[src/rtl/iqt_pkg.sv]
package iqt_pkg;
  typedef enum logic [1:0] {
    QS_IDLE  = 2'b00,
    QS_FIRST = 2'b01,
    QS_FLUSH = 2'b10,
    QS_NEXT  = 2'b11
  } qstat_e;
endpackage

[src/rtl/iqt_qs_decode.sv]
module iqt_qs_decode
  import iqt_pkg::*;
(
  input  logic [1:0] qstat_i,
  output logic       pop_o,
  output logic       first_o,
  output logic       flush_o
);
  qstat_e code;

  always_comb begin
    code    = qstat_e'(qstat_i);
    pop_o   = 1'b0;
    first_o = 1'b0;
    flush_o = 1'b0;
    unique case (code)
      QS_FIRST: begin
        pop_o   = 1'b1;
        first_o = 1'b1;
      end
      QS_NEXT:  pop_o   = 1'b1;
      QS_FLUSH: flush_o = 1'b1;
      default:  ;
    endcase
  end
endmodule

[src/rtl/iqt_ring.sv]
module iqt_ring #(
  parameter int DEPTH  = 6,
  parameter int DATA_W = 8,
  localparam int PTR_W = $clog2(DEPTH),
  localparam int CNT_W = $clog2(DEPTH + 1)
) (
  input  logic              clk_i,
  input  logic              rst_ni,
  input  logic              push_i,
  input  logic [DATA_W-1:0] data_i,
  input  logic              pop_i,
  input  logic              flush_i,
  output logic              pop_ok_o,
  output logic [DATA_W-1:0] head_o,
  output logic [CNT_W-1:0]  count_o,
  output logic              overflow_o,
  output logic              underflow_o
);
  localparam logic [PTR_W-1:0] LAST = PTR_W'(DEPTH - 1);
  localparam logic [CNT_W-1:0] FULL = CNT_W'(DEPTH);

  logic [DATA_W-1:0] mem_q [DEPTH];
  logic [PTR_W-1:0]  rd_q, wr_q;
  logic [CNT_W-1:0]  cnt_q;
  logic              ovf_q, unf_q;
  logic              empty, full, pop_ok, push_ok, push_lost;

  function automatic logic [PTR_W-1:0] bump(input logic [PTR_W-1:0] p);
    return (p == LAST) ? '0 : p + PTR_W'(1);
  endfunction

  assign empty     = (cnt_q == '0);
  assign full      = (cnt_q == FULL);
  assign pop_ok    = pop_i && !flush_i && !empty;
  // pop frees a slot before the push is placed
  assign push_ok   = push_i && (flush_i || !full || pop_ok);
  assign push_lost = push_i && !push_ok;

  always_ff @(posedge clk_i) begin
    if (push_ok) mem_q[flush_i ? '0 : wr_q] <= data_i;
  end

  always_ff @(posedge clk_i or negedge rst_ni) begin
    if (!rst_ni) begin
      rd_q  <= '0;
      wr_q  <= '0;
      cnt_q <= '0;
      ovf_q <= 1'b0;
      unf_q <= 1'b0;
    end else begin
      if (flush_i) begin
        rd_q  <= '0;
        wr_q  <= push_i ? PTR_W'(1) : '0;
        cnt_q <= push_i ? CNT_W'(1) : '0;
      end else begin
        if (push_ok) wr_q <= bump(wr_q);
        if (pop_ok)  rd_q <= bump(rd_q);
        cnt_q <= cnt_q + CNT_W'(push_ok) - CNT_W'(pop_ok);
      end
      if (push_lost) ovf_q <= 1'b1;
      if (pop_i && empty) unf_q <= 1'b1;
    end
  end

  assign pop_ok_o    = pop_ok;
  assign head_o      = mem_q[rd_q];
  assign count_o     = cnt_q;
  assign overflow_o  = ovf_q;
  assign underflow_o = unf_q;

  a_r6_level_bound: assert property (@(posedge clk_i) disable iff (!rst_ni)
    cnt_q <= FULL);
  a_r6_no_overflow: assert property (@(posedge clk_i) disable iff (!rst_ni)
    (push_i && !flush_i && full && !pop_i) |=> (cnt_q == FULL) && ovf_q);
  a_r6_ovf_sticky: assert property (@(posedge clk_i) disable iff (!rst_ni)
    ovf_q |=> ovf_q);
  a_r7_unf_sticky: assert property (@(posedge clk_i) disable iff (!rst_ni)
    unf_q |=> unf_q);
  a_r5_flush_level: assert property (@(posedge clk_i) disable iff (!rst_ni)
    flush_i |=> cnt_q == CNT_W'($past(push_i)));
  a_r8_level_steady: assert property (@(posedge clk_i) disable iff (!rst_ni)
    (push_i && pop_i && !flush_i && !empty) |=> $stable(cnt_q));
  a_r2_push_grows: assert property (@(posedge clk_i) disable iff (!rst_ni)
    (push_i && !pop_i && !flush_i && !full) |=> cnt_q == $past(cnt_q) + CNT_W'(1));
endmodule

[src/rtl/iqt_out_stage.sv]
module iqt_out_stage #(
  parameter int DATA_W = 8
) (
  input  logic              clk_i,
  input  logic              rst_ni,
  input  logic              take_i,
  input  logic              first_i,
  input  logic [DATA_W-1:0] head_i,
  output logic [DATA_W-1:0] byte_o,
  output logic              first_o,
  output logic              valid_o
);
  always_ff @(posedge clk_i or negedge rst_ni) begin
    if (!rst_ni) begin
      byte_o  <= '0;
      first_o <= 1'b0;
      valid_o <= 1'b0;
    end else begin
      valid_o <= take_i;
      first_o <= take_i && first_i;
      if (take_i) byte_o <= head_i;
    end
  end

  a_r3_first_needs_valid: assert property (@(posedge clk_i) disable iff (!rst_ni)
    first_o |-> valid_o);
  a_r3_strobe_from_take: assert property (@(posedge clk_i) disable iff (!rst_ni)
    take_i |=> valid_o && (byte_o == $past(head_i)));
  a_r4_next_not_first: assert property (@(posedge clk_i) disable iff (!rst_ni)
    (take_i && !first_i) |=> !first_o);
endmodule

[src/rtl/iqt_tracker.sv]
module iqt_tracker #(
  parameter int DEPTH  = 6,
  parameter int DATA_W = 8,
  localparam int CNT_W = $clog2(DEPTH + 1)
) (
  input  logic              clk_i,
  input  logic              rst_ni,
  input  logic              fetch_stb_i,
  input  logic [DATA_W-1:0] fetch_data_i,
  input  logic [1:0]        qstat_i,
  output logic [DATA_W-1:0] byte_o,
  output logic              first_o,
  output logic              valid_o,
  output logic [CNT_W-1:0]  level_o,
  output logic              overflow_o,
  output logic              underflow_o
);
  logic pop, is_first, flush, pop_ok;
  logic [DATA_W-1:0] head;

  iqt_qs_decode u_dec (
    .qstat_i (qstat_i),
    .pop_o   (pop),
    .first_o (is_first),
    .flush_o (flush)
  );

  iqt_ring #(.DEPTH(DEPTH), .DATA_W(DATA_W)) u_ring (
    .clk_i       (clk_i),
    .rst_ni      (rst_ni),
    .push_i      (fetch_stb_i),
    .data_i      (fetch_data_i),
    .pop_i       (pop),
    .flush_i     (flush),
    .pop_ok_o    (pop_ok),
    .head_o      (head),
    .count_o     (level_o),
    .overflow_o  (overflow_o),
    .underflow_o (underflow_o)
  );

  iqt_out_stage #(.DATA_W(DATA_W)) u_out (
    .clk_i   (clk_i),
    .rst_ni  (rst_ni),
    .take_i  (pop_ok),
    .first_i (is_first),
    .head_i  (head),
    .byte_o  (byte_o),
    .first_o (first_o),
    .valid_o (valid_o)
  );

  a_r7_no_valid_empty: assert property (@(posedge clk_i) disable iff (!rst_ni)
    (qstat_i[0] && level_o == '0) |=> !valid_o && underflow_o);
  a_r5_flush_no_valid: assert property (@(posedge clk_i) disable iff (!rst_ni)
    (qstat_i == 2'b10) |=> !valid_o);
  a_r1_idle_hold: assert property (@(posedge clk_i) disable iff (!rst_ni)
    (qstat_i == 2'b00 && !fetch_stb_i) |=> $stable(level_o) && !valid_o);
endmodule

[config.mk]
export PLATFORM = sky130hd
export DESIGN_NAME = iqt_tracker
export DESIGN_NICKNAME = d
export VERILOG_FILES = /design/src/rtl/iqt_pkg.sv /design/src/rtl/iqt_qs_decode.sv /design/src/rtl/iqt_ring.sv /design/src/rtl/iqt_out_stage.sv /design/src/rtl/iqt_tracker.sv
export SDC_FILE = /design/constraint.sdc
export NUM_CORES = 1
export LEC_CHECK = 0
export CAP_MARGIN = 20
export CORE_MARGIN = 2
export CORE_UTILIZATION = 55
export DETAILED_ROUTE_END_ITERATION = 16
export PLACE_DENSITY = 0.88
export SYNTH_ARGS = -nofsm -noshare
export SYNTH_HDL_FRONTEND = slang
export SYNTH_SLANG_ARGS = --single-unit
[constraint.sdc]
create_clock -name clk_i -period 2.6 [get_ports clk_i]
set_clock_uncertainty 0.05 [all_clocks]
set_input_delay 0.26 -clock clk_i [delete_from_list [all_inputs] [get_ports clk_i]]
set_output_delay 0.26 -clock clk_i [all_outputs]
set_load 0.005 [all_outputs]
## Word level (Yosys, flattened, before mapping)

Memories as Yosys holds them, arrays and structs flattened. A register that Yosys moved wholly into a read port is not among the register bits.
Index checks and enable logic that the tools add are counted.

| word-level totals | value |
|---|---|
| flip-flop bits (word level) | 13 |
| bits in writable memories | 48 |
| logic and storage cells | 49 |
| memories kept | 1 |

Memory list:

| name | depth | bits a word | read ports | clocked after Yosys merged registers in | write ports | RTL line | text |
|---|---|---|---|---|---|---|---|
| u_ring.mem_q | 6 | 8 | 1 | 1 | 1 | iqt_ring.sv:22 | `logic [DATA_W-1:0] mem_q [DEPTH];` |

| operators by class | value |
|---|---|
| add/sub/neg operators | 4 |
| equality and inequality tests | 6 |
| multiplexer cells | 14 |
| reduce and logical (&&, ||, !) cells | 17 |

Operator list:

| cell | count |
|---|---|
| 3-bit 2-to-1 mux | 8 |
| 3-bit == test, second input constant | 3 |
| 3-bit by 1-bit adder with 3-bit output, second input constant | 2 |
| 1-bit logical AND | 6 |
| 1-bit 2-to-1 mux | 6 |
| 1-bit logical NOT | 5 |
| 2-bit == test, second input constant | 2 |
| 2-bit nonzero test | 2 |
| 3-bit by 1-bit adder with 3-bit output | 1 |
| 3-bit logical NOT | 1 |
| 3-bit by 1-bit subtractor with 3-bit output | 1 |
| 2-bit by 1-bit == test with 1-bit output, second input constant | 1 |
| 1-bit logical OR | 2 |
| 2-bit OR reduction | 1 |

## Longest topological paths before layout

| logic depth | value |
|---|---|
| word-level depth | 10 |
| depth in mapped cells | 11 |
| mapped depth without buffers | 10 |

## Hierarchy

Synthesis repeated with hierarchy kept, for this count alone.

| second synthesis, totals | value |
|---|---|
| cell total of the unflattened synthesis | 168 |
| area total of the unflattened synthesis | 2909.0 µm² |

Modules (own cells, without submodules):

| module | times used | cells an instance | area an instance (µm²) | sequential area each (µm²) |
|---|---|---|---|---|
| iqt_ring | 1 | 145 | 2501.1 | 1716.6 |
| iqt_out_stage | 1 | 20 | 389.1 | 250.2 |
| iqt_qs_decode | 1 | 3 | 18.8 | 0.0 |

## Worst setup path before layout

No wires, ideal clock.

| path | value |
|---|---|
| path kind | reg-to-reg |
| start | reg u_ring.cnt_q[2] (netlist: u_ring.count_o[2]) |
| end | reg u_ring.cnt_q[2] (netlist: u_ring.count_o[2]) |
| setup time | 0.119 ns |
| arrival | 2.216 ns |
| path slack | 0.215 ns |
| cell stages (with the launch flop) | 12 |
| buffers on the path | 1 |
| period minus slack after synthesis | 2.385 ns |
| cell sequence | dfrtp_1 o31ai_1 buf_2 inv_1 ha_1 inv_1 ha_1 inv_1 fa_1 xnor2_1 xnor2_1 and2_1 |

| between the ends | value |
|---|---|
| cells in the longest elaborated chain, start to end | 8 |

Ends and longest elaborated chain:

| what | RTL line | text |
|---|---|---|
| start, declared | iqt_ring.sv:24 | `logic [CNT_W-1:0] cnt_q;` |
| start signal, assigned | iqt_ring.sv:54 | `cnt_q <= push_i ? CNT_W'(1) : '0;` |
| start signal, assigned | iqt_ring.sv:58 | `cnt_q <= cnt_q + CNT_W'(push_ok) - CNT_W'(pop_ok);` |
| 3-bit logical NOT * | iqt_ring.sv:32 | `assign empty = (cnt_q == '0);` |
| 1-bit logical NOT * | iqt_ring.sv:34 | `assign pop_ok = pop_i && !flush_i && !empty;` |
| 1-bit logical AND * | iqt_ring.sv:34 |  |
| via pop_ok | iqt_tracker.sv:18 | `logic pop, is_first, flush, pop_ok;` |
| 1-bit logical OR | iqt_ring.sv:36 | `assign push_ok = push_i && (flush_i \|\| !full \|\| pop_ok);` |
| 1-bit logical AND | iqt_ring.sv:36 |  |
| 3-bit by 1-bit adder with 3-bit output | iqt_ring.sv:58 |  |
| 3-bit by 1-bit subtractor with 3-bit output * | iqt_ring.sv:58 |  |
| 3-bit 2-to-1 mux * | iqt_ring.sv:51 | `if (flush_i) begin` |

The timed path passes the listed nets; every way through them passes the cells marked *.
A chain may end at the register's enable or synchronous reset.

## Final worst setup path

Ends and elaborated chain as after synthesis.

==> impl_metrics.prom <==
# TYPE chip_impl_metric gauge
chip_impl_metric{name="cp.required",unit="ns"} 2.77
chip_impl_metric{name="max-cap-violations",unit=""} 0
chip_impl_metric{name="pin_count",unit=""} 28
chip_impl_info{name="postSynth.topFlopCell",value="sky130_fd_sc_hd__edfxtp_1"} 1
chip_impl_metric{name="synth.distinct_cells",unit=""} 33
chip_impl_metric{name="post_cts.repair.setup_buffers",unit=""} 0
chip_impl_metric{name="path_max_fanout",unit=""} 6
chip_impl_info{name="crit_chain",value="o31ai_2 > inv_1 > ha_1 > inv_1 > ha_1 > inv_1 > fa_1 > xnor2_1 > xnor2_1 > and2_1"} 1
chip_impl_info{name="timing.hold.worst.class",value="in2async"} 1
chip_impl_metric{name="clock_latency",unit="ns"} 0.33
chip_impl_metric{name="globalplace.congestion",unit=""} 0.857
chip_impl_info{name="timing.critical_path.slowest_stage_cell",value="sky130_fd_sc_hd__dfrtp_1"} 1
chip_impl_metric{name="clkSlewWorstSetupHoldPaths",unit="ns"} 0.07
chip_impl_metric{name="maximum_number_of_pins_on_one_net_before_global_route_repair",unit=""} 22
chip_impl_metric{name="antenna_violating_nets_post_route",unit=""} 0
chip_impl_metric{name="synth.yosys.seq_area_share",unit="%"} 70.5
chip_impl_metric{name="final_hold_viol_count",unit=""} 0
chip_impl_metric{name="maxSlewViolCount",unit=""} 0
chip_impl_metric{name="max_freq",unit="MHz"} 417
chip_impl_info{name="worst_setup_path_start_kind",value="register"} 1
chip_impl_metric{name="clock_sink_count",unit=""} 69
chip_impl_metric{name="drt_iter0_markers",unit=""} 114
chip_impl_metric{name="postSynthCellCount",unit=""} 168
chip_impl_info{name="crit_path_end_kind",value="register"} 1
chip_impl_metric{name="drt_pre_antenna_iters",unit=""} 4
chip_impl_metric{name="cts-hold-fix-buffers",unit=""} 0
chip_impl_metric{name="area.growth.synth_to_final",unit="%"} 20.2
chip_impl_metric{name="via_count_of_the_first_global_routing_pass",unit=""} 1601
chip_impl_metric{name="synthesis.nets",unit=""} 184
chip_impl_metric{name="dr_total_vias",unit=""} 1533
chip_impl_metric{name="die-area",unit="mm2"} 0.00566
chip_impl_metric{name="globalRoute.totalOverflow",unit=""} 0
chip_impl_metric{name="fillCellCount",unit=""} 330
chip_impl_info{name="critPathKind",value="reg2reg"} 1
chip_impl_metric{name="synthArstFlopShare",unit="%"} 30.4
chip_impl_metric{name="final_cell_area",unit="mm2"} 0.00335
chip_impl_metric{name="core_region_area",unit="mm2"} 0.00482
chip_impl_metric{name="std_cell_rows",unit=""} 25
chip_impl_metric{name="route.detailed.vias_per_inst",unit=""} 5.46
chip_impl_metric{name="layout-drive-gt1-share",unit="%"} 18.2
chip_impl_metric{name="cts-buffers-inserted",unit=""} 9
chip_impl_metric{name="totalNegativeSetupSlack",unit="ns"} 0
chip_impl_metric{name="syn_area_per_cell",unit="um2"} 16.6
chip_impl_metric{name="netlist_area",unit="mm2"} 0.00279
chip_impl_metric{name="groute.usage.overall",unit="%"} 20.8
chip_impl_metric{name="diodes",unit=""} 0
chip_impl_info{name="synth_area_leaders",value="sky130_fd_sc_hd__edfxtp_1 (52%), sky130_fd_sc_hd__dfrtp_1 (19%), sky130_fd_sc_hd__mux4_2 (6.5%), sky130_fd_sc_hd__mux2i_1 (3.6%), sky130_fd_sc_hd__mux2_2 (3.2%)"} 1
chip_impl_metric{name="drc_violation_count_after_routing",unit=""} 0
chip_impl_metric{name="synth-warning-count",unit=""} 0
chip_impl_metric{name="totalWireLength",unit="um"} 5010
chip_impl_metric{name="nets",unit=""} 225
chip_impl_info{name="cts_tree",value="yes"} 1
chip_impl_metric{name="htree_num_levels",unit=""} 3
chip_impl_metric{name="synth_top_area_share",unit="%"} 51.7
chip_impl_metric{name="die_width",unit="um"} 75.2
chip_impl_metric{name="cp_slowest_stage_delay",unit="ns"} 0.46
chip_impl_metric{name="clk_path_buf_depth",unit=""} 2
chip_impl_metric{name="number_of_antenna_violations_at_the_first_check_in_global_routing",unit=""} 0
chip_impl_metric{name="worst-slew-pin-transition",unit="ns"} 0.889
chip_impl_metric{name="detail_route.wl_per_cell",unit="um"} 17.8
chip_impl_metric{name="vdd_drop_max",unit="mV"} 0.595
chip_impl_info{name="synth.largest_area_cell",value="sky130_fd_sc_hd__edfxtp_1"} 1
chip_impl_metric{name="static-leakage-power",unit="nW"} 1.21
chip_impl_metric{name="dpl_cell_area",unit="mm2"} 0.00318
chip_impl_metric{name="place.port_buffers",unit=""} 27
chip_impl_metric{name="die_h",unit="um"} 75.2
chip_impl_info{name="status",value="complete, no violations"} 1
chip_impl_metric{name="layout_worst_path_cycle_share",unit="%"} 92.2
chip_impl_metric{name="maxSlewHeadroom",unit="%"} 40.7
chip_impl_metric{name="number_of_synthesized_register_bits",unit=""} 69
chip_impl_info{name="cts_root_buf",value="sky130_fd_sc_hd__clkbuf_8"} 1
chip_impl_metric{name="power.density_cell_area",unit="mW/mm2"} 999
chip_impl_info{name="synth.most_common_cell",value="sky130_fd_sc_hd__edfxtp_1"} 1
chip_impl_info{name="synth_commonest_cells",value="sky130_fd_sc_hd__edfxtp_1 (48), sky130_fd_sc_hd__dfrtp_1 (21), sky130_fd_sc_hd__mux2i_1 (10), sky130_fd_sc_hd__nand2_1 (10), sky130_fd_sc_hd__o21ai_1 (9)"} 1
chip_impl_metric{name="crit_arrival",unit="ns"} 2.57
chip_impl_metric{name="grt_first_pass_wirelength",unit="um"} 7960
chip_impl_metric{name="synth_edf_count",unit=""} 48
chip_impl_info{name="critPathMostFrequentCell",value="sky130_fd_sc_hd__inv_1"} 1
chip_impl_metric{name="cts_repair_resize_count",unit=""} 0
chip_impl_metric{name="dp.final_hpwl",unit="um"} 3370
chip_impl_info{name="setup_repair_after_global_routing_missed_its_margin",value="false"} 1
chip_impl_metric{name="starting_density_of_the_core",unit="%"} 57.9
chip_impl_metric{name="setup-violations-final",unit=""} 0
chip_impl_metric{name="period_needed",unit="ns"} 2.40
placed cells by master (no fill, tap or decap), drive strengths merged, types with 8 or more instances in the layout:
master and count:
mux4 8, mux2 9, buf 10, mux2i 10, clkbuf 13, nand2 10, clkdlybuf4s50 27, dfrtp 21
o21ai 11, edfxtp 48
through the flow:
step           setup WS (ns)  hold slack, ns  util, %  power [W]  std cells
5_1_grt               0.0685           0.237     69.6    0.00354        281
3_5_place_dp          0.0831           0.394     65.9    0.00259        265
4_1_cts                0.205           0.223     69.6    0.00340        281
6_report               0.203           0.231     69.6    0.00335        281
2_1_floorplan          0.215         -0.0856        -    0.00218        168
3_3_place_gp           0.215           0.391     65.9    0.00251        265
path summary, 6_finish.rpt:
check / start / end / slack (ns) / cells past startpoint
worst max-delay path: u_ring.count_o[2] / u_ring.count_o[2] / 0.20 / 10
worst min register to register: u_ring.underflow_o / u_ring.underflow_o / 0.41 / 1
min in group clk_i: u_ring.underflow_o / u_ring.underflow_o / 0.41 / 1
max in group asynchronous: rst_ni / u_out.byte_o[0] / 2.04 / 2
worst max register to register: u_ring.count_o[2] / u_ring.count_o[2] / 0.20 / 10
worst min-delay path: rst_ni / u_ring.overflow_o / 0.23 / 2
sequential cells by signal (all words and copies together) (netlist names):
register	count
u_out.byte_o	8
u_ring.count_o	3
u_ring.underflow_o	1
u_ring.rd_q	3
u_ring.overflow_o	1
u_out.first_o	1
u_out.valid_o	1
u_ring.mem_q	48
u_ring.wr_q	3
cell families (layout without fill, tap and decap cells):
| kind of cell | after synthesis | count (layout) | synth area share (%) |
|---|---|---|---|
| AND/OR/NAND/NOR | 32 | 32 | 5.78 |
| adder cells (fa/ha/maj) | 3 | 3 | 1.61 |
| AO/OA/AOI/OAI | 22 | 22 | 5.29 |
| multiplexers | 27 | 27 | 13.7 |
| XOR/XNOR | 2 | 2 | 0.628 |
| flip-flops | 69 | 69 | 70.5 |
| buffers and inverters | 13 | 59 | 2.51 |
layout make-up:
cell class	count	area (um2)	area share, %
Inverter	6	22.5	0.672
Clock inverter	3	37.5	1.12
Timing Repair Buffer	37	345	10.3
Tap cell	67	83.8	2.50
Clock buffer	13	139	4.14
Multi-Input combinational cell	86	758	22.6
Sequential cell	69	1970	58.7
layer usage:
| metal | part of all wire (%) | track usage (%) | vias to the layer above |
|---|---|---|---|
| li1 | - | - | 713 |
| met1 | 39 | 23.9 | 770 |
| met2 | 55 | 35.4 | 40 |
| met3 | 4.3 | 5.22 | 10 |
| met4 | 2.1 | 12.1 | 0 |
| met5 | 0 | 0 | - |
worst max-delay path, delay by kind of cell, from the launching register on:
kind                     cells  cell delay [ns]
XOR/XNOR                     2             0.30
AO/OA/AOI/OAI                1             0.31
AND/OR/NAND/NOR              1             0.16
buffers and inverters        3             0.22
flip-flops                   1             0.46
adder cells (fa/ha/maj)      3             0.80
where the power goes:
part	total (W)	leakage (nW)	switching (W)	internal, W
clock	0.000795	0.0867	0.000357	0.000439
sequential	0.00158	0.694	0.000187	0.00139
combinational	0.000978	0.433	0.000415	0.000563
Power figures use the tool's default switching activity.
